===== src/rtl/adc_hd_pkg.sv =====
package adc_hd_pkg;
  typedef enum logic [1:0] {
    PH_IDLE = 2'd0,
    PH_LOW  = 2'd1,
    PH_HIGH = 2'd2
  } phase_t;
endpackage


===== src/rtl/adc_hd_halfclk.sv =====
// Half-period timer: pulses tick on the last system cycle of each serial half-period.
module adc_hd_halfclk #(
  parameter int DIV_W = 8
) (
  input  logic             clk,
  input  logic             rst,
  input  logic             restart,
  input  logic             run,
  input  logic [DIV_W-1:0] div_i,
  output logic             tick
);
  localparam int CNT_W = DIV_W + 1;

  logic [CNT_W-1:0] cnt_q;
  logic [CNT_W-1:0] reload_q;
  logic [CNT_W-1:0] reload_d;

  // div+1 loaded -> div+2 cycles per half-period (minimum two)
  assign reload_d = {1'b0, div_i} + {{DIV_W{1'b0}}, 1'b1};

  always_ff @(posedge clk) begin
    if (rst) begin
      cnt_q    <= '0;
      reload_q <= '0;
    end else if (restart) begin
      cnt_q    <= reload_d;
      reload_q <= reload_d;
    end else if (run) begin
      if (cnt_q == '0) cnt_q <= reload_q;
      else             cnt_q <= cnt_q - {{DIV_W{1'b0}}, 1'b1};
    end
  end

  assign tick = run && (cnt_q == '0);
endmodule


===== src/rtl/adc_hd_seq.sv =====
// Transaction sequencer: chip select, serial clock, command bits, turnaround.
module adc_hd_seq
  import adc_hd_pkg::*;
#(
  parameter int CMD_W = 4,
  parameter int RES_W = 12
) (
  input  logic             clk,
  input  logic             rst,
  input  logic             start_i,
  input  logic [CMD_W-2:0] cfg_i,
  input  logic             tick,
  output logic             restart,
  output logic             run,
  output logic             sample,
  output logic             finish,
  output logic             cs_n_o,
  output logic             sclk_o,
  output logic             sd_o,
  output logic             sd_oe_o
);
  localparam int CFG_W = CMD_W - 1;
  localparam int TOTAL = CMD_W + RES_W + 1;
  localparam int IDX_W = $clog2(TOTAL);
  localparam logic [IDX_W-1:0] LAST_IDX = IDX_W'(TOTAL - 1);
  localparam logic [IDX_W-1:0] TURN_IDX = IDX_W'(CMD_W - 1);
  localparam logic [IDX_W-1:0] IDX_ONE  = IDX_W'(1);

  phase_t           phase_q;
  logic [IDX_W-1:0] idx_q;
  logic [CFG_W-1:0] cfg_q;

  assign run     = (phase_q != PH_IDLE);
  assign restart = (phase_q == PH_IDLE) && start_i;
  assign sample  = (phase_q == PH_LOW) && tick && (idx_q > TURN_IDX);
  assign finish  = (phase_q == PH_HIGH) && tick && (idx_q == LAST_IDX);

  always_ff @(posedge clk) begin
    if (rst) begin
      phase_q <= PH_IDLE;
      idx_q   <= '0;
      cfg_q   <= '0;
      cs_n_o  <= 1'b1;
      sclk_o  <= 1'b0;
      sd_o    <= 1'b0;
      sd_oe_o <= 1'b0;
    end else begin
      unique case (phase_q)
        PH_IDLE: begin
          if (start_i) begin
            phase_q <= PH_LOW;
            idx_q   <= '0;
            cfg_q   <= cfg_i;
            cs_n_o  <= 1'b0;
            sclk_o  <= 1'b0;
            sd_o    <= 1'b1;      // start bit
            sd_oe_o <= 1'b1;
          end
        end
        PH_LOW: begin
          if (tick) begin
            sclk_o  <= 1'b1;
            phase_q <= PH_HIGH;
          end
        end
        PH_HIGH: begin
          // release the wire in the first cycle of the last command high phase
          if (idx_q == TURN_IDX) sd_oe_o <= 1'b0;
          if (tick) begin
            sclk_o <= 1'b0;
            if (idx_q == LAST_IDX) begin
              phase_q <= PH_IDLE;
              cs_n_o  <= 1'b1;
              sd_o    <= 1'b0;
              sd_oe_o <= 1'b0;
            end else begin
              phase_q <= PH_LOW;
              idx_q   <= idx_q + IDX_ONE;
              if (idx_q < TURN_IDX) begin
                sd_o  <= cfg_q[CFG_W-1];
                cfg_q <= {cfg_q[CFG_W-2:0], 1'b0};
              end
            end
          end
        end
        default: phase_q <= PH_IDLE;
      endcase
    end
  end
endmodule


===== src/rtl/adc_hd_capture.sv =====
// Reply capture: drops the null bit, shifts result bits, packs on finish.
module adc_hd_capture #(
  parameter int RES_W = 12,
  parameter int OUT_W = 16
) (
  input  logic             clk,
  input  logic             rst,
  input  logic             clear,
  input  logic             sample,
  input  logic             sd_i,
  input  logic             finish,
  output logic [OUT_W-1:0] result_o,
  output logic             done_o
);
  localparam int PAD_W = OUT_W - RES_W;

  logic [RES_W-1:0] sh_q;
  logic             null_q;

  always_ff @(posedge clk) begin
    if (rst) begin
      sh_q     <= '0;
      null_q   <= 1'b1;
      result_o <= '0;
      done_o   <= 1'b0;
    end else begin
      done_o <= finish;
      if (clear) begin
        sh_q   <= '0;
        null_q <= 1'b1;
      end else if (sample) begin
        if (null_q) null_q <= 1'b0;
        else        sh_q   <= {sh_q[RES_W-2:0], sd_i};
      end
      if (finish) result_o <= {sh_q, {PAD_W{1'b0}}};
    end
  end
endmodule


===== src/rtl/adc_halfduplex_ctrl.sv =====
module adc_halfduplex_ctrl #(
  parameter int DIV_W = 8,
  parameter int CMD_W = 4,
  parameter int RES_W = 12,
  parameter int OUT_W = 16
) (
  input  logic             clk,
  input  logic             rst,
  input  logic             start_i,
  input  logic [CMD_W-2:0] cfg_i,
  input  logic [DIV_W-1:0] div_i,
  output logic             cs_n_o,
  output logic             sclk_o,
  output logic             sd_o,
  output logic             sd_oe_o,
  input  logic             sd_i,
  output logic             done_o,
  output logic [OUT_W-1:0] result_o
);
  logic restart, run, tick, sample, finish;

  adc_hd_halfclk #(.DIV_W(DIV_W)) u_halfclk (
    .clk(clk), .rst(rst), .restart(restart), .run(run), .div_i(div_i), .tick(tick)
  );

  adc_hd_seq #(.CMD_W(CMD_W), .RES_W(RES_W)) u_seq (
    .clk(clk), .rst(rst), .start_i(start_i), .cfg_i(cfg_i), .tick(tick),
    .restart(restart), .run(run), .sample(sample), .finish(finish),
    .cs_n_o(cs_n_o), .sclk_o(sclk_o), .sd_o(sd_o), .sd_oe_o(sd_oe_o)
  );

  adc_hd_capture #(.RES_W(RES_W), .OUT_W(OUT_W)) u_capture (
    .clk(clk), .rst(rst), .clear(restart), .sample(sample), .sd_i(sd_i),
    .finish(finish), .result_o(result_o), .done_o(done_o)
  );
endmodule


===== config.mk =====
export PLATFORM = sky130hd
export DESIGN_NAME = adc_halfduplex_ctrl
export DESIGN_NICKNAME = d
export VERILOG_FILES = /design/src/rtl/adc_hd_pkg.sv /design/src/rtl/adc_hd_halfclk.sv /design/src/rtl/adc_hd_seq.sv /design/src/rtl/adc_hd_capture.sv /design/src/rtl/adc_halfduplex_ctrl.sv
export SDC_FILE = /design/constraint.sdc
export NUM_CORES = 1
export LEC_CHECK = 0
export BUFFER_PORTS_ARGS = -buffer_cell sky130_fd_sc_hd__clkbuf_2
export CAP_MARGIN = 30
export CORE_MARGIN = 5
export CORE_UTILIZATION = 47
export CTS_CLUSTER_SIZE = 40
export DETAILED_ROUTE_END_ITERATION = 7
export HOLD_SLACK_MARGIN = 0.12
export PLACE_DENSITY = 0.67
export SLEW_MARGIN = 0
export SYNTH_ARGS = -nofsm -noshare
export SYNTH_HDL_FRONTEND = slang
export SYNTH_SLANG_ARGS = --single-unit

===== constraint.sdc =====
create_clock -name clk -period 2.8 [get_ports clk]
set_clock_uncertainty 0.05 [all_clocks]
set_input_delay 0.28 -clock clk [delete_from_list [all_inputs] [get_ports clk]]
set_output_delay 0.28 -clock clk [all_outputs]
set_load 0.05 [all_outputs]

After elaboration in Yosys (flattened, before gate mapping)
Cells that the tools add are included.
{ "classes": {"add_sub_neg": 3, "n_lt_le_gt_ge": 2, "eq_ne": 11, "mux": 33, "bitwise": 1, "n_reduce_logical": 21} }
{ "ops": {"columns": ["operator", "count"], "rows": [
  ["$mux 9", 3],
  ["$reduce_and 4->1", 4],
  ["$mux 5", 3],
  ["$mux 1", 13],
  ["$mux 3", 4],
  ["$pmux 5 s2", 1],
  ["$add 8x1->9 const B", 1],
  ["$logic_not 9->1", 1],
  ["$sub 9x1->9 const B", 1],
  ["$ne 2x2->1 const B", 4],
  ["$logic_and 1x1->1", 6],
  ["$mux 2", 3],
  ["$pmux 1 s2", 3],
  ["$pmux 2 s3", 1],
  ["$pmux 3 s2", 1],
  ["$reduce_bool 2->1", 3],
  ["$add 5x1->5 const B", 1],
  ["$eq 5x2->1 const B", 1],
  ["$eq 5x5->1 const B", 1],
  ["$gt 5x2->1 const B", 1],
  ["$lt 5x2->1 const B", 1],
  ["$reduce_and 5->1", 1],
  ["$ne 2x1->1 const B", 2],
  ["$reduce_and 2->1", 2],
  ["other kinds (9)", 9]
]} }
{ "word_totals": {"ff_bits": 58} }

Depth between registers and ports, before layout
Gate-level depths: netlist (run 1).
{ "depth": {"word_depth": 5, "ltp_mapped": 7, "ltp_nobuf": 6} }

Hierarchy
Synthesis (run 1) repeated with hierarchy kept, for this count alone.
{ "hier_totals": {"hier_cells": 322, "area_unflattened_um2": 2795.2} }
{ "modules_own_cells": {"columns": ["mod", "instances", "cells_each", "area_each_um2", "seq_area_each_um2"], "rows": [
  ["adc_hd_halfclk", 1, 135, 1107.3, 360.3],
  ["adc_hd_capture", 1, 103, 983.4, 520.5],
  ["adc_hd_seq", 1, 84, 704.4, 280.3]
]} }

Worst setup path after synthesis (run 1)
OpenSTA, ideal clock, no wires.
{ "synth_path": {"path_kind": "flip-flop to flip-flop", "start": "reg u_halfclk.cnt_q[0]", "end": "reg u_seq.cfg_q[0]", "arrival_time_ns": 1.817, "required_ns": 2.635, "setup_slack_ns": 0.817, "path_stages_with_launch": 8, "cell_sequence": "dfxtp_1 -> inv_1 -> ha_1 -> or4b_4 -> buf_6 -> nor4_4 -> a21oi_2 -> a31o_1"} }
{ "synth_between": {"elab_chain_len": 4} }
{ "synth_rtl": {"columns": ["element", "line", "text"], "rows": [
  ["start, declared", "adc_hd_halfclk.sv:14", "logic [CNT_W-1:0] cnt_q;"],
  ["start signal, assigned", "adc_hd_halfclk.sv:26", "cnt_q <= reload_d;"],
  ["start signal, assigned", "adc_hd_halfclk.sv:29", "if (cnt_q == '0) cnt_q <= reload_q;"],
  ["start signal, assigned", "adc_hd_halfclk.sv:30", "else cnt_q <= cnt_q - {{DIV_W{1'b0}}, 1'b1};"],
  ["$logic_not 9->1", "adc_hd_halfclk.sv:34", "assign tick = run && (cnt_q == '0);"],
  ["$logic_and 1x1->1", "adc_hd_halfclk.sv:34", null],
  ["$ne 2x1->1 (no source line)", null, null],
  ["$reduce_and 5->1 (no source line)", null, null],
  ["end signal, assigned", "adc_hd_seq.sv:53", "cfg_q <= cfg_i;"],
  ["end signal, assigned", "adc_hd_seq.sv:81", "cfg_q <= {cfg_q[CFG_W-2:0], 1'b0};"],
  ["end, declared", "adc_hd_seq.sv:31", "logic [CFG_W-1:0] cfg_q;"]
]} }
No other way between the ends.
A chain may end at the register's enable or synchronous reset.

Final worst setup path (run 1)
{ "layout_path": {"start": "reg u_halfclk.cnt_q[0]", "end": "reg u_capture.result_o[11]"} }
{ "layout_between": {"elab_chain_len": 4} }
{ "layout_rtl": {"columns": ["element", "line", "text"], "rows": [
  ["$logic_not 9->1", "adc_hd_halfclk.sv:34", null],
  ["$logic_and 1x1->1", "adc_hd_halfclk.sv:34", null],
  ["$logic_and 1x1->1 (2 in a row)", "adc_hd_seq.sv:36", "assign finish = (phase_q == PH_HIGH) && tick && (idx_q == LAST_IDX);"],
  ["end signal, assigned", "adc_hd_capture.sv:35", "if (finish) result_o <= {sh_q, {PAD_W{1'b0}}};"],
  ["end, declared", "adc_hd_capture.sv:12", "output logic [OUT_W-1:0] result_o,"]
]} }
No other way between the ends.

==> impl_metrics.prom, run 1 <==
# TYPE chip_impl_metric gauge
chip_impl_metric{name="power_density",unit="nW/µm²"} 697
chip_impl_metric{name="cts_buffer_depth",unit=""} 2
chip_impl_metric{name="layout_cells_sized_above_1",unit="%"} 20.6
chip_impl_metric{name="setup_viol",unit=""} 0
chip_impl_info{name="worstSetupPathType",value="register to register"} 1
chip_impl_metric{name="vdd.ir_drop.worst",unit="mV"} 0.403
chip_impl_metric{name="detailroute.via_count",unit=""} 2298
chip_impl_metric{name="final.period_utilization",unit="%"} 76.5
chip_impl_metric{name="worstPathMaxFanout",unit=""} 14
chip_impl_metric{name="grt_antenna_before_repair",unit=""} 0
chip_impl_info{name="start_kind",value="register"} 1
chip_impl_info{name="r2r_start",value="u_halfclk.cnt_q[0]"} 1
chip_impl_info{name="synth_most_common_cell",value="dfxtp_1"} 1
chip_impl_metric{name="worstRegToRegCells",unit=""} 6
chip_impl_metric{name="yosys.area.top_type_share",unit="%"} 42.7
chip_impl_metric{name="final_net_count",unit=""} 353
chip_impl_metric{name="timing.hold.ws",unit="ns"} 0.204
chip_impl_info{name="crit_path_end_kind",value="register"} 1
chip_impl_info{name="holdCritPathClass",value="input port to register"} 1
chip_impl_metric{name="cts.reportedPaths.clkPinSlew",unit="ns"} 0.07
chip_impl_metric{name="postCtsResizedCells",unit=""} 0
chip_impl_metric{name="max_clock_freq",unit="GHz"} 0.467
chip_impl_metric{name="maxSlewHeadroom",unit="%"} 63.0
chip_impl_metric{name="routabilityCongestion",unit=""} 0.826
chip_impl_metric{name="insertion_delay",unit="ns"} 0.34
chip_impl_metric{name="grt_util_all_layers",unit="%"} 18.1
chip_impl_metric{name="count_of_unresolved_drc_violations_after_routing",unit=""} 0
chip_impl_info{name="synth_top_cells_by_count",value="dfxtp_1, nand2_1, a21oi_1"} 1
chip_impl_metric{name="power.static_leakage",unit="nW"} 1.22
chip_impl_metric{name="post_synth_instance_area",unit="µm²"} 2720
chip_impl_metric{name="hpwl_after_detailed_placement",unit="µm"} 4260
chip_impl_metric{name="detailedRoute.firstIterationViolations",unit=""} 97
chip_impl_metric{name="post_cts.repair.setup_buffers",unit=""} 0
chip_impl_metric{name="synth.avg_cell_area",unit="µm²"} 9.05
chip_impl_metric{name="grt_start_max_net_pins",unit=""} 23
chip_impl_metric{name="initial_utilization",unit="%"} 48.7
chip_impl_metric{name="maxCapViolCount",unit=""} 0
chip_impl_info{name="result_of_the_run",value="complete, no violations"} 1
chip_impl_metric{name="numClockSinks",unit=""} 58
chip_impl_metric{name="floorplan.die.width",unit="µm"} 86.0
chip_impl_metric{name="maximum_level_of_the_cts_h_tree",unit=""} 3
chip_impl_metric{name="report.final.slew_viol_count",unit=""} 0
chip_impl_metric{name="synth-edff-count",unit=""} 0
chip_impl_metric{name="final_antenna_net_count",unit=""} 0
chip_impl_metric{name="area_delta_synth_final",unit="%"} 16.6
chip_impl_metric{name="overflow",unit=""} 0
chip_impl_metric{name="grt_first_pass_wirelength",unit="µm"} 10600
chip_impl_metric{name="worst_pin_slew",unit="ns"} 0.553
chip_impl_metric{name="number_of_clock_buffers_inserted_by_tritoncts",unit=""} 9
chip_impl_metric{name="aggregate_routed_wire_length",unit="µm"} 6070
chip_impl_metric{name="hold_buffers",unit=""} 1
chip_impl_info{name="cts_root_buffer",value="clkbuf_8"} 1
chip_impl_metric{name="placeableCoreArea",unit="µm²"} 5570
chip_impl_metric{name="critical_path_required",unit="ns"} 2.99
chip_impl_metric{name="floorplan.die_area",unit="µm²"} 7400
chip_impl_metric{name="timing_hold_violations_final",unit=""} 0
chip_impl_metric{name="chipHeight",unit="µm"} 86.0
chip_impl_metric{name="diode_count",unit=""} 0
chip_impl_info{name="worst_setup_path_startpoint",value="u_halfclk.cnt_q[0]"} 1
chip_impl_info{name="synth.largest_area_cell",value="dfxtp_1"} 1
chip_impl_metric{name="worst_ep_arrival_time",unit="ns"} 2.33
chip_impl_metric{name="numPortBuffers",unit=""} 31
chip_impl_metric{name="power.total",unit="mW"} 2.21
chip_impl_metric{name="ioPinCount",unit=""} 36
chip_impl_metric{name="placement_rows",unit=""} 27
chip_impl_metric{name="async_flop_share",unit="%"} 0
chip_impl_metric{name="synthDistinctLibCells",unit=""} 60
chip_impl_metric{name="fillers",unit=""} 502
chip_impl_metric{name="number_of_global_route_vias_before_repair",unit=""} 2256
chip_impl_metric{name="fin_tns_setup",unit="ns"} 0
chip_impl_metric{name="number_of_iterations_in_the_first_detailed_routing_pass",unit=""} 4
chip_impl_metric{name="synth.yosys.seq_area_share",unit="%"} 42.7
chip_impl_metric{name="register_to_register_setup_slack",unit="ns"} 0.66
chip_impl_metric{name="vias_per_cell",unit=""} 5.59
chip_impl_metric{name="post_drt_wl_per_cell",unit="µm"} 14.8
chip_impl_metric{name="synth-seq-cells",unit=""} 58
chip_impl_info{name="ys_top_cells_by_area",value="dfxtp_1, mux2i_1, nand2_1"} 1
chip_impl_info{name="synth_top_flop_cell",value="dfxtp_1"} 1
chip_impl_info{name="timing.rr.end",value="u_capture.result_o[11]"} 1
chip_impl_info{name="endpoint",value="u_capture.result_o[11]"} 1
chip_impl_metric{name="syn-instance-count",unit=""} 300
chip_impl_metric{name="synth-warning-count",unit=""} 0
chip_impl_info{name="cts_tree",value="built"} 1
chip_impl_metric{name="period_needed",unit="ns"} 2.14
chip_impl_info{name="rsz_0062_raised_after_global_routing",value="false"} 1
layout by cell type (no fill, tap or decap), types with 4 or more instances in the layout:
cell type	count
a22o_1	12
ha_1	4
a211oi_1	6
buf_4	10
dfxtp_1	58
nor3_1	4
inv_1	9
a21oi_1	19
o21ai_0	18
conb_1	4
nor2_1	18
o31ai_1	5
nand3_1	7
xnor2_1	4
mux2i_1	14
clkbuf_2	31
clkbuf_8	9
nand2_1	31
or3_1	5
power by group:
part	internal [mW]	switching, mW
registers	0.874	0.0521
clock network	0.508	0.370
logic	0.150	0.254
kinds of logic after synthesis:
logic type               Yosys count  synth area share [%]
AO/OA/AOI/OAI                     86                  21.2
flip-flops                        58                  42.7
other                              1                 0.138
multiplexers                      16                  5.99
AND/OR/NAND/NOR                   99                  20.8
buffers and inverters             31                  5.71
XOR/XNOR                           5                  1.61
adder cells (fa/ha/maj)            4                  1.84
layer usage:
layer  vias to the layer above  wire (µm)  GRT usage, %
met5                         -          0             0
met4                         0         82          7.05
met3                         7        407          5.00
met2                        67       2810          29.6
met1                      1060       2760          22.5
li1                       1164          -             -
registers in the layout, summed over array words and instances, names as in the netlist, 2 cells and up:
signal / cells
u_seq.cfg_q: 3
u_seq.idx_q: 5
u_halfclk.reload_q: 9
u_halfclk.cnt_q: 9
u_capture.result_o: 12
u_capture.sh_q: 12
u_seq.phase_q: 2
worst min-delay path by stage:
| stage | slack [ns] | from | end | depth (start not counted) |
|---|---|---|---|---|
| 3_5_place_dp | 0.39 | u_seq.cs_n_o | u_seq.cs_n_o | 2 |
| 3_3_place_gp | 0.39 | u_seq.cs_n_o | u_seq.cs_n_o | 2 |
| 5_1_grt | 0.21 | cfg_i[0] | u_seq.cfg_q[0] | 3 |
| 6_report | 0.20 | div_i[7] | u_halfclk.reload_q[7] | 3 |
| 2_1_floorplan | 0.37 | sd_i | u_capture.sh_q[0] | 2 |
| 4_1_cts | 0.19 | div_i[7] | u_halfclk.reload_q[7] | 3 |
metrics by stage:
stage / area [µm²] / std cells / utilization, % / setup WS (ns)
5_1_grt: 3170 / 411 / 56.8 / 0.518
2_1_floorplan: 2730 / 303 / - / 0.817
3_5_place_dp: 2930 / 394 / 52.6 / 0.681
6_report: 3170 / 411 / 56.8 / 0.658
3_3_place_gp: 2930 / 394 / 52.6 / 0.737
4_1_cts: 3170 / 411 / 56.8 / 0.673
cell type report:
class                      instances  area, µm²  area share (%)
clock buffer                       9        124            3.91
clock inverter                     7        101            3.20
inverter                           9       33.8            1.07
multi-input combinational        214       1420            44.7
sequential                        58       1160            36.7
tap                               72       90.1            2.84
timing repair buffer              42        240            7.59
critical path, cell delays in order, from the launching register on:
cell,delay (ns)
dfxtp_1,0.35
inv_1,0.07
ha_1,0.20
nor4b_2,0.37
nand2_1,0.22
o31a_1,0.47
a22o_1,0.30
Power figures use the tool's default switching activity.
==> run 2: changes to the inputs <==
==> constraint.sdc (replaced) <==
create_clock -name clk -period 2 [get_ports clk]
set_clock_uncertainty 0.05 [all_clocks]
set_input_delay 0.2 -clock clk [delete_from_list [all_inputs] [get_ports clk]]
set_output_delay 0.2 -clock clk [all_outputs]
set_load 0.05 [all_outputs]
==> impl_metrics.prom, run 2 (synthesized netlist as in run 1, its figures left out) <==
# TYPE chip_impl_metric gauge
chip_impl_metric{name="share_clk_of_total_power",unit="%"} 35.5
chip_impl_metric{name="grt_first_pass_wirelength",unit="µm"} 10500
chip_impl_metric{name="vdd.ir_drop.worst",unit="mV"} 0.579
chip_impl_metric{name="placement_rows",unit=""} 27
chip_impl_metric{name="setup_slack_placement",unit="ns"} 0.0173
chip_impl_metric{name="number_of_global_route_vias_before_repair",unit=""} 2265
chip_impl_metric{name="register_to_register_setup_slack",unit="ns"} 0.07
chip_impl_metric{name="power.share.sequential",unit="%"} 42.4
chip_impl_metric{name="critical_path_required",unit="ns"} 2.23
chip_impl_info{name="crit_path_end_kind",value="register"} 1
chip_impl_info{name="result_of_the_run",value="complete, no violations"} 1
chip_impl_metric{name="floorplan.die_area",unit="µm²"} 7400
chip_impl_metric{name="aggregate_routed_wire_length",unit="µm"} 6190
chip_impl_metric{name="worst_slack",unit="ns"} 0.0703
chip_impl_metric{name="worst_ep_arrival_time",unit="ns"} 2.16
chip_impl_info{name="r2r_start",value="u_halfclk.cnt_q[1]"} 1
chip_impl_metric{name="final.period_utilization",unit="%"} 96.5
chip_impl_metric{name="overflow",unit=""} 0
chip_impl_metric{name="cts.reportedPaths.clkPinSlew",unit="ns"} 0.07
chip_impl_metric{name="maxCapViolCount",unit=""} 0
chip_impl_metric{name="period_needed",unit="ns"} 1.93
chip_impl_info{name="start_kind",value="register"} 1
chip_impl_metric{name="max_clock_freq",unit="GHz"} 0.518
chip_impl_metric{name="number_of_iterations_in_the_first_detailed_routing_pass",unit=""} 4
chip_impl_metric{name="grt_antenna_before_repair",unit=""} 0
chip_impl_metric{name="maxSlewHeadroom",unit="%"} 65.8
chip_impl_metric{name="final_antenna_net_count",unit=""} 0
chip_impl_metric{name="chipHeight",unit="µm"} 86.0
chip_impl_metric{name="worst_pin_slew",unit="ns"} 0.512
chip_impl_metric{name="maximum_level_of_the_cts_h_tree",unit=""} 3
chip_impl_metric{name="critPathMaxStageDelay",unit="ns"} 0.49
chip_impl_metric{name="grt_util_all_layers",unit="%"} 18.0
chip_impl_info{name="holdCritPathClass",value="input port to register"} 1
chip_impl_metric{name="insertion_delay",unit="ns"} 0.34
chip_impl_metric{name="diode_count",unit=""} 0
chip_impl_metric{name="numPortBuffers",unit=""} 31
chip_impl_metric{name="comb_power_share",unit="%"} 22.1
chip_impl_metric{name="post_drt_wl_per_cell",unit="µm"} 14.5
chip_impl_metric{name="area_delta_synth_final",unit="%"} 22.1
chip_impl_metric{name="sw_frac_of_total",unit="%"} 30.8
chip_impl_info{name="min_to",value="u_halfclk.reload_q[5]"} 1
chip_impl_metric{name="worstPathMaxFanout",unit=""} 5
chip_impl_info{name="timing.hold.worst.start",value="div_i[5]"} 1
chip_impl_info{name="layout_common_cells",value="dfxtp_1, nand2_1, clkbuf_2, buf_4"} 1
chip_impl_metric{name="fin_tns_setup",unit="ns"} 0
chip_impl_metric{name="detailroute.via_count",unit=""} 2377
chip_impl_metric{name="floorplan.die.width",unit="µm"} 86.0
chip_impl_metric{name="finish.utilization",unit="%"} 59.5
chip_impl_metric{name="numClockSinks",unit=""} 58
chip_impl_metric{name="final_net_count",unit=""} 368
chip_impl_metric{name="min_delay_path_depth",unit=""} 3
chip_impl_metric{name="power.internal",unit="mW"} 2.11
chip_impl_metric{name="ioPinCount",unit=""} 36
chip_impl_metric{name="setup_viol",unit=""} 0
chip_impl_metric{name="worstRegToRegCells",unit=""} 7
chip_impl_info{name="layout_top_registers",value="u_capture.result_o (12), u_capture.sh_q (12)"} 1
chip_impl_metric{name="hpwl_after_detailed_placement",unit="µm"} 4500
chip_impl_info{name="cts_tree",value="built"} 1
chip_impl_metric{name="placeableCoreArea",unit="µm²"} 5570
chip_impl_metric{name="power.static_leakage",unit="nW"} 1.30
chip_impl_info{name="crit_slowest_cell",value="or4b_4"} 1
chip_impl_metric{name="layout_cells_sized_above_1",unit="%"} 26.0
chip_impl_metric{name="number_of_clock_buffers_inserted_by_tritoncts",unit=""} 9
chip_impl_info{name="layout_commonest_cell",value="dfxtp_1"} 1
chip_impl_metric{name="count_of_unresolved_drc_violations_after_routing",unit=""} 0
chip_impl_info{name="crit_chain",value="inv_2, ha_2, or4b_4, nor4_4, buf_4, nand4b_1, a21oi_2"} 1
chip_impl_metric{name="detailedRoute.firstIterationViolations",unit=""} 111
chip_impl_metric{name="report.final.slew_viol_count",unit=""} 0
chip_impl_info{name="timing.rr.end",value="u_seq.idx_q[2]"} 1
chip_impl_metric{name="cts_buffer_depth",unit=""} 2
chip_impl_info{name="cts_root_buffer",value="clkbuf_8"} 1
chip_impl_metric{name="fillers",unit=""} 494
chip_impl_metric{name="vias_per_cell",unit=""} 5.58
chip_impl_metric{name="timing_hold_violations_final",unit=""} 0
chip_impl_info{name="worstSetupPathType",value="register to register"} 1
chip_impl_metric{name="power.net_switching",unit="mW"} 0.939
chip_impl_metric{name="routabilityCongestion",unit=""} 0.860
chip_impl_metric{name="power_density",unit="nW/µm²"} 920
chip_impl_metric{name="grt_start_max_net_pins",unit=""} 22
chip_impl_metric{name="initial_utilization",unit="%"} 48.7
run 2: layout make-up:
cell class | instances | area [µm²] | area share (%)
clock buffer | 10 | 138 | 4.15
clock inverter | 6 | 65.1 | 1.96
inverter | 9 | 33.8 | 1.02
multi-input combinational | 214 | 1460 | 43.9
sequential | 58 | 1160 | 35.1
tap | 72 | 90.1 | 2.72
timing repair buffer | 57 | 370 | 11.2
run 2: power by group through the flow:
stage          Combinational (mW)  Clock, mW  Sequential [mW]
2_1_floorplan               0.431          0             1.32
3_3_place_gp                0.639          0             1.31
3_5_place_dp                0.640          0             1.31
4_1_cts                     0.649       1.12             1.28
5_1_grt                     0.740       1.18             1.30
6_report                    0.674       1.08             1.29
run 2: timing repair:
item                                   4_1_cts  5_1_grt
endpoints found under the hold margin        3        0
gates resized for setup                      0       11
hold buffers                                 3        0
setup buffers                                0        1
setup endpoints to repair                    0       26
run 2: worst max-delay path, delay by kind of cell (launching register included):
| kind | cells | cell delay [ns] |
|---|---|---|
| compound gates | 1 | 0.16 |
| simple gates | 3 | 0.91 |
| fa+ha+maj | 1 | 0.18 |
| flops | 1 | 0.33 |
| buf+inv | 2 | 0.24 |
run 2: worst max-delay path by stage:
stage | slack (ns) | from | cells past startpoint | end
2_1_floorplan | 0.02 | u_halfclk.cnt_q[0] | 7 | u_seq.cfg_q[0]
4_1_cts | 0.005 | u_halfclk.cnt_q[1] | 6 | u_seq.cfg_q[0]
6_report | 0.07 | u_halfclk.cnt_q[1] | 7 | u_seq.idx_q[2]
5_1_grt | -0.03 | u_halfclk.cnt_q[0] | 7 | u_seq.idx_q[2]
3_3_place_gp | 0.08 | u_halfclk.cnt_q[1] | 6 | u_seq.cfg_q[0]
3_5_place_dp | 0.02 | u_halfclk.cnt_q[1] | 6 | u_seq.cfg_q[0]
run 2: through the flow:
stage / instance area [µm²] / power [mW] / hold WS [ns] / std cells
after global routing: 3320 / 3.22 / 0.175 / 426
after CTS: 3270 / 3.05 / 0.146 / 425
after global placement: 3030 / 1.94 / 0.384 / 406
final: 3320 / 3.05 / 0.168 / 426
after detailed placement: 3030 / 1.95 / 0.386 / 406
after floorplan: 2730 / 1.75 / 0.292 / 303
run 2: layer usage:
metal / routed length (µm) / track usage (%) / vias to the layer above / part of all wire, %
li1: - / - / 1192 / -
met1: 2810 / 22.3 / 1104 / 45
met2: 2890 / 29.2 / 65 / 47
met3: 352 / 4.61 / 16 / 5.7
met4: 138 / 8.63 / 0 / 2.2
met5: 0 / 0 / - / 0
==> run 3: changes to the inputs <==
--- a/config.mk
+++ b/config.mk
@@ -11,8 +11,8 @@
 export CORE_UTILIZATION = 47
 export CTS_CLUSTER_SIZE = 40
 export DETAILED_ROUTE_END_ITERATION = 7
-export HOLD_SLACK_MARGIN = 0.12
-export PLACE_DENSITY = 0.67
+export HOLD_SLACK_MARGIN = 0.08
+export PLACE_DENSITY_LB_ADDON = 0.08
 export SLEW_MARGIN = 0
 export SYNTH_ARGS = -nofsm -noshare
 export SYNTH_HDL_FRONTEND = slang
==> impl_metrics.prom, run 3 (synthesized netlist as in run 1, its figures left out) <==
# TYPE chip_impl_metric gauge
chip_impl_metric{name="maxSlewHeadroom",unit="%"} 61.6
chip_impl_info{name="cts_tree",value="built"} 1
chip_impl_metric{name="period_needed",unit="ns"} 1.95
chip_impl_metric{name="overflow",unit=""} 0
chip_impl_metric{name="setup_viol",unit=""} 0
chip_impl_info{name="cts_root_buffer",value="clkbuf_8"} 1
chip_impl_metric{name="power.static_leakage",unit="nW"} 1.27
chip_impl_metric{name="final.period_utilization",unit="%"} 97.4
chip_impl_metric{name="area_delta_synth_final",unit="%"} 19.8
chip_impl_metric{name="multiInputGateArea",unit="µm²"} 1440
chip_impl_metric{name="numPortBuffers",unit=""} 31
chip_impl_info{name="timing.rr.end",value="u_seq.cfg_q[0]"} 1
chip_impl_metric{name="fillers",unit=""} 520
chip_impl_metric{name="grt_start_max_net_pins",unit=""} 22
chip_impl_metric{name="vdd.ir_drop.worst",unit="mV"} 0.425
chip_impl_info{name="worstSetupPathType",value="register to register"} 1
chip_impl_metric{name="critical_path_required",unit="ns"} 2.19
chip_impl_metric{name="post_drt_wl_per_cell",unit="µm"} 14.9
chip_impl_metric{name="grt_antenna_before_repair",unit=""} 0
chip_impl_metric{name="cts.reportedPaths.clkPinSlew",unit="ns"} 0.07
chip_impl_metric{name="chipHeight",unit="µm"} 86.0
chip_impl_info{name="layout_top_registers",value="u_capture.result_o (12), u_capture.sh_q (12)"} 1
chip_impl_metric{name="grt_util_all_layers",unit="%"} 18.3
chip_impl_metric{name="cts_buffer_depth",unit=""} 2
chip_impl_metric{name="stdcell_area",unit="µm²"} 3250
chip_impl_info{name="layout_common_cells",value="dfxtp_1, nand2_1, clkbuf_2, buf_4"} 1
chip_impl_metric{name="power_density",unit="nW/µm²"} 898
chip_impl_metric{name="max_clock_freq",unit="GHz"} 0.513
chip_impl_metric{name="register_to_register_setup_slack",unit="ns"} 0.05
chip_impl_metric{name="seqCellArea",unit="µm²"} 1160
chip_impl_metric{name="detailedRoute.firstIterationViolations",unit=""} 176
chip_impl_metric{name="count_of_unresolved_drc_violations_after_routing",unit=""} 0
chip_impl_metric{name="insertion_delay",unit="ns"} 0.34
chip_impl_info{name="worst_setup_path_startpoint",value="u_halfclk.cnt_q[1]"} 1
chip_impl_info{name="r2r_start",value="u_halfclk.cnt_q[1]"} 1
chip_impl_metric{name="number_of_clock_buffers_inserted_by_tritoncts",unit=""} 9
chip_impl_metric{name="floorplan.die_area",unit="µm²"} 7400
chip_impl_info{name="rsz_0062_raised_after_global_routing",value="true"} 1
chip_impl_metric{name="placed_cell_area",unit="µm²"} 3040
chip_impl_metric{name="worstPathMaxFanout",unit=""} 5
chip_impl_metric{name="initial_utilization",unit="%"} 48.7
chip_impl_metric{name="vias_per_cell",unit=""} 5.47
chip_impl_metric{name="number_of_global_route_vias_before_repair",unit=""} 2248
chip_impl_info{name="result_of_the_run",value="complete, no violations"} 1
chip_impl_metric{name="worst_ep_arrival_time",unit="ns"} 2.13
chip_impl_metric{name="number_of_iterations_in_the_first_detailed_routing_pass",unit=""} 4
chip_impl_metric{name="hpwl_after_detailed_placement",unit="µm"} 4510
chip_impl_info{name="layout_commonest_cell",value="dfxtp_1"} 1
chip_impl_metric{name="final_antenna_net_count",unit=""} 0
chip_impl_metric{name="floorplan.die.width",unit="µm"} 86.0
chip_impl_metric{name="numClockSinks",unit=""} 58
chip_impl_metric{name="diode_count",unit=""} 0
chip_impl_info{name="holdCritPathClass",value="input port to register"} 1
chip_impl_metric{name="detailroute.via_count",unit=""} 2324
chip_impl_metric{name="setup_slack_placement",unit="ns"} 0.0496
chip_impl_metric{name="worst_slack",unit="ns"} 0.0512
chip_impl_metric{name="ioPinCount",unit=""} 36
chip_impl_metric{name="grt_first_pass_wirelength",unit="µm"} 10800
chip_impl_metric{name="fin_tns_setup",unit="ns"} 0
chip_impl_metric{name="report.final.slew_viol_count",unit=""} 0
chip_impl_metric{name="worstRegToRegCells",unit=""} 6
chip_impl_metric{name="timing.hold.ws",unit="ns"} 0.136
chip_impl_metric{name="placement_rows",unit=""} 27
chip_impl_metric{name="placedCellCount",unit=""} 407
chip_impl_metric{name="aggregate_routed_wire_length",unit="µm"} 6350
chip_impl_metric{name="routabilityCongestion",unit=""} 0.867
chip_impl_info{name="start_kind",value="register"} 1
chip_impl_metric{name="final_net_count",unit=""} 367
chip_impl_metric{name="layout_cells_sized_above_1",unit="%"} 25.8
chip_impl_metric{name="timing_hold_violations_final",unit=""} 0
chip_impl_metric{name="final_cells",unit=""} 425
chip_impl_metric{name="maximum_level_of_the_cts_h_tree",unit=""} 3
chip_impl_info{name="crit_path_end_kind",value="register"} 1
chip_impl_info{name="min_to",value="u_halfclk.reload_q[7]"} 1
chip_impl_info{name="timing.hold.worst.start",value="div_i[7]"} 1
chip_impl_metric{name="maxCapViolCount",unit=""} 0
chip_impl_metric{name="worst_pin_slew",unit="ns"} 0.575
chip_impl_metric{name="min_delay_path_depth",unit=""} 3
chip_impl_metric{name="placeableCoreArea",unit="µm²"} 5570
-- run 3: power by group --
part | total (mW) | switching (mW) | internal, mW
registers | 1.28 | 0.0596 | 1.23
logic | 0.685 | 0.405 | 0.281
clock network | 0.953 | 0.477 | 0.476
-- run 3: final cells by class --
| type | count | area share (%) |
|---|---|---|
| Clock buffer | 11 | 4.34 |
| Clock inverter | 5 | 0.923 |
| Inverter | 9 | 1.04 |
| Multi-Input combinational cell | 214 | 44.2 |
| Sequential cell | 58 | 35.8 |
| Tap cell | 72 | 2.77 |
| Timing Repair Buffer | 56 | 11.0 |
-- run 3: per-stage QoR --
stage / util (%) / power [mW]
final: 58.4 / 2.92
after global routing: 58.4 / 3.08
after CTS: 57.8 / 2.92
after detailed placement: 54.6 / 1.96
after global placement: 54.6 / 1.96
after floorplan: - / 1.75
-- run 3: worst max-delay path by stage --
stage,end,slack [ns],cells after the start
after floorplan,u_seq.cfg_q[0],0.02,7
after global placement,u_seq.sclk_o,0.06,7
after detailed placement,u_seq.cfg_q[0],0.05,6
after CTS,u_seq.sclk_o,0.03,7
after global routing,u_seq.cfg_q[0],-0.04,6
final,u_seq.cfg_q[0],0.05,6
-- run 3: critical path: stages, from the launching register on --
cell     delay (ns)
dfxtp_2        0.33
inv_2          0.07
ha_4           0.14
or4b_4         0.49
nor4_4         0.44
a21oi_2        0.15
a31o_1         0.19
-- run 3: metal layers --
metal	vias up	share of wire (%)	GRT usage [%]
met5	-	0	0
met4	0	0.87	8.20
met3	6	6.8	3.75
met2	70	45	28.4
met1	1054	48	24.5
li1	1194	-	-
-- run 3: repair_timing --
action / in CTS / in global routing
setup buffers: 0 / 1
endpoints found under the setup margin: 0 / 35
hold endpoints to repair: 1 / 0
gates resized for setup: 0 / 9
hold buffers: 1 / 0
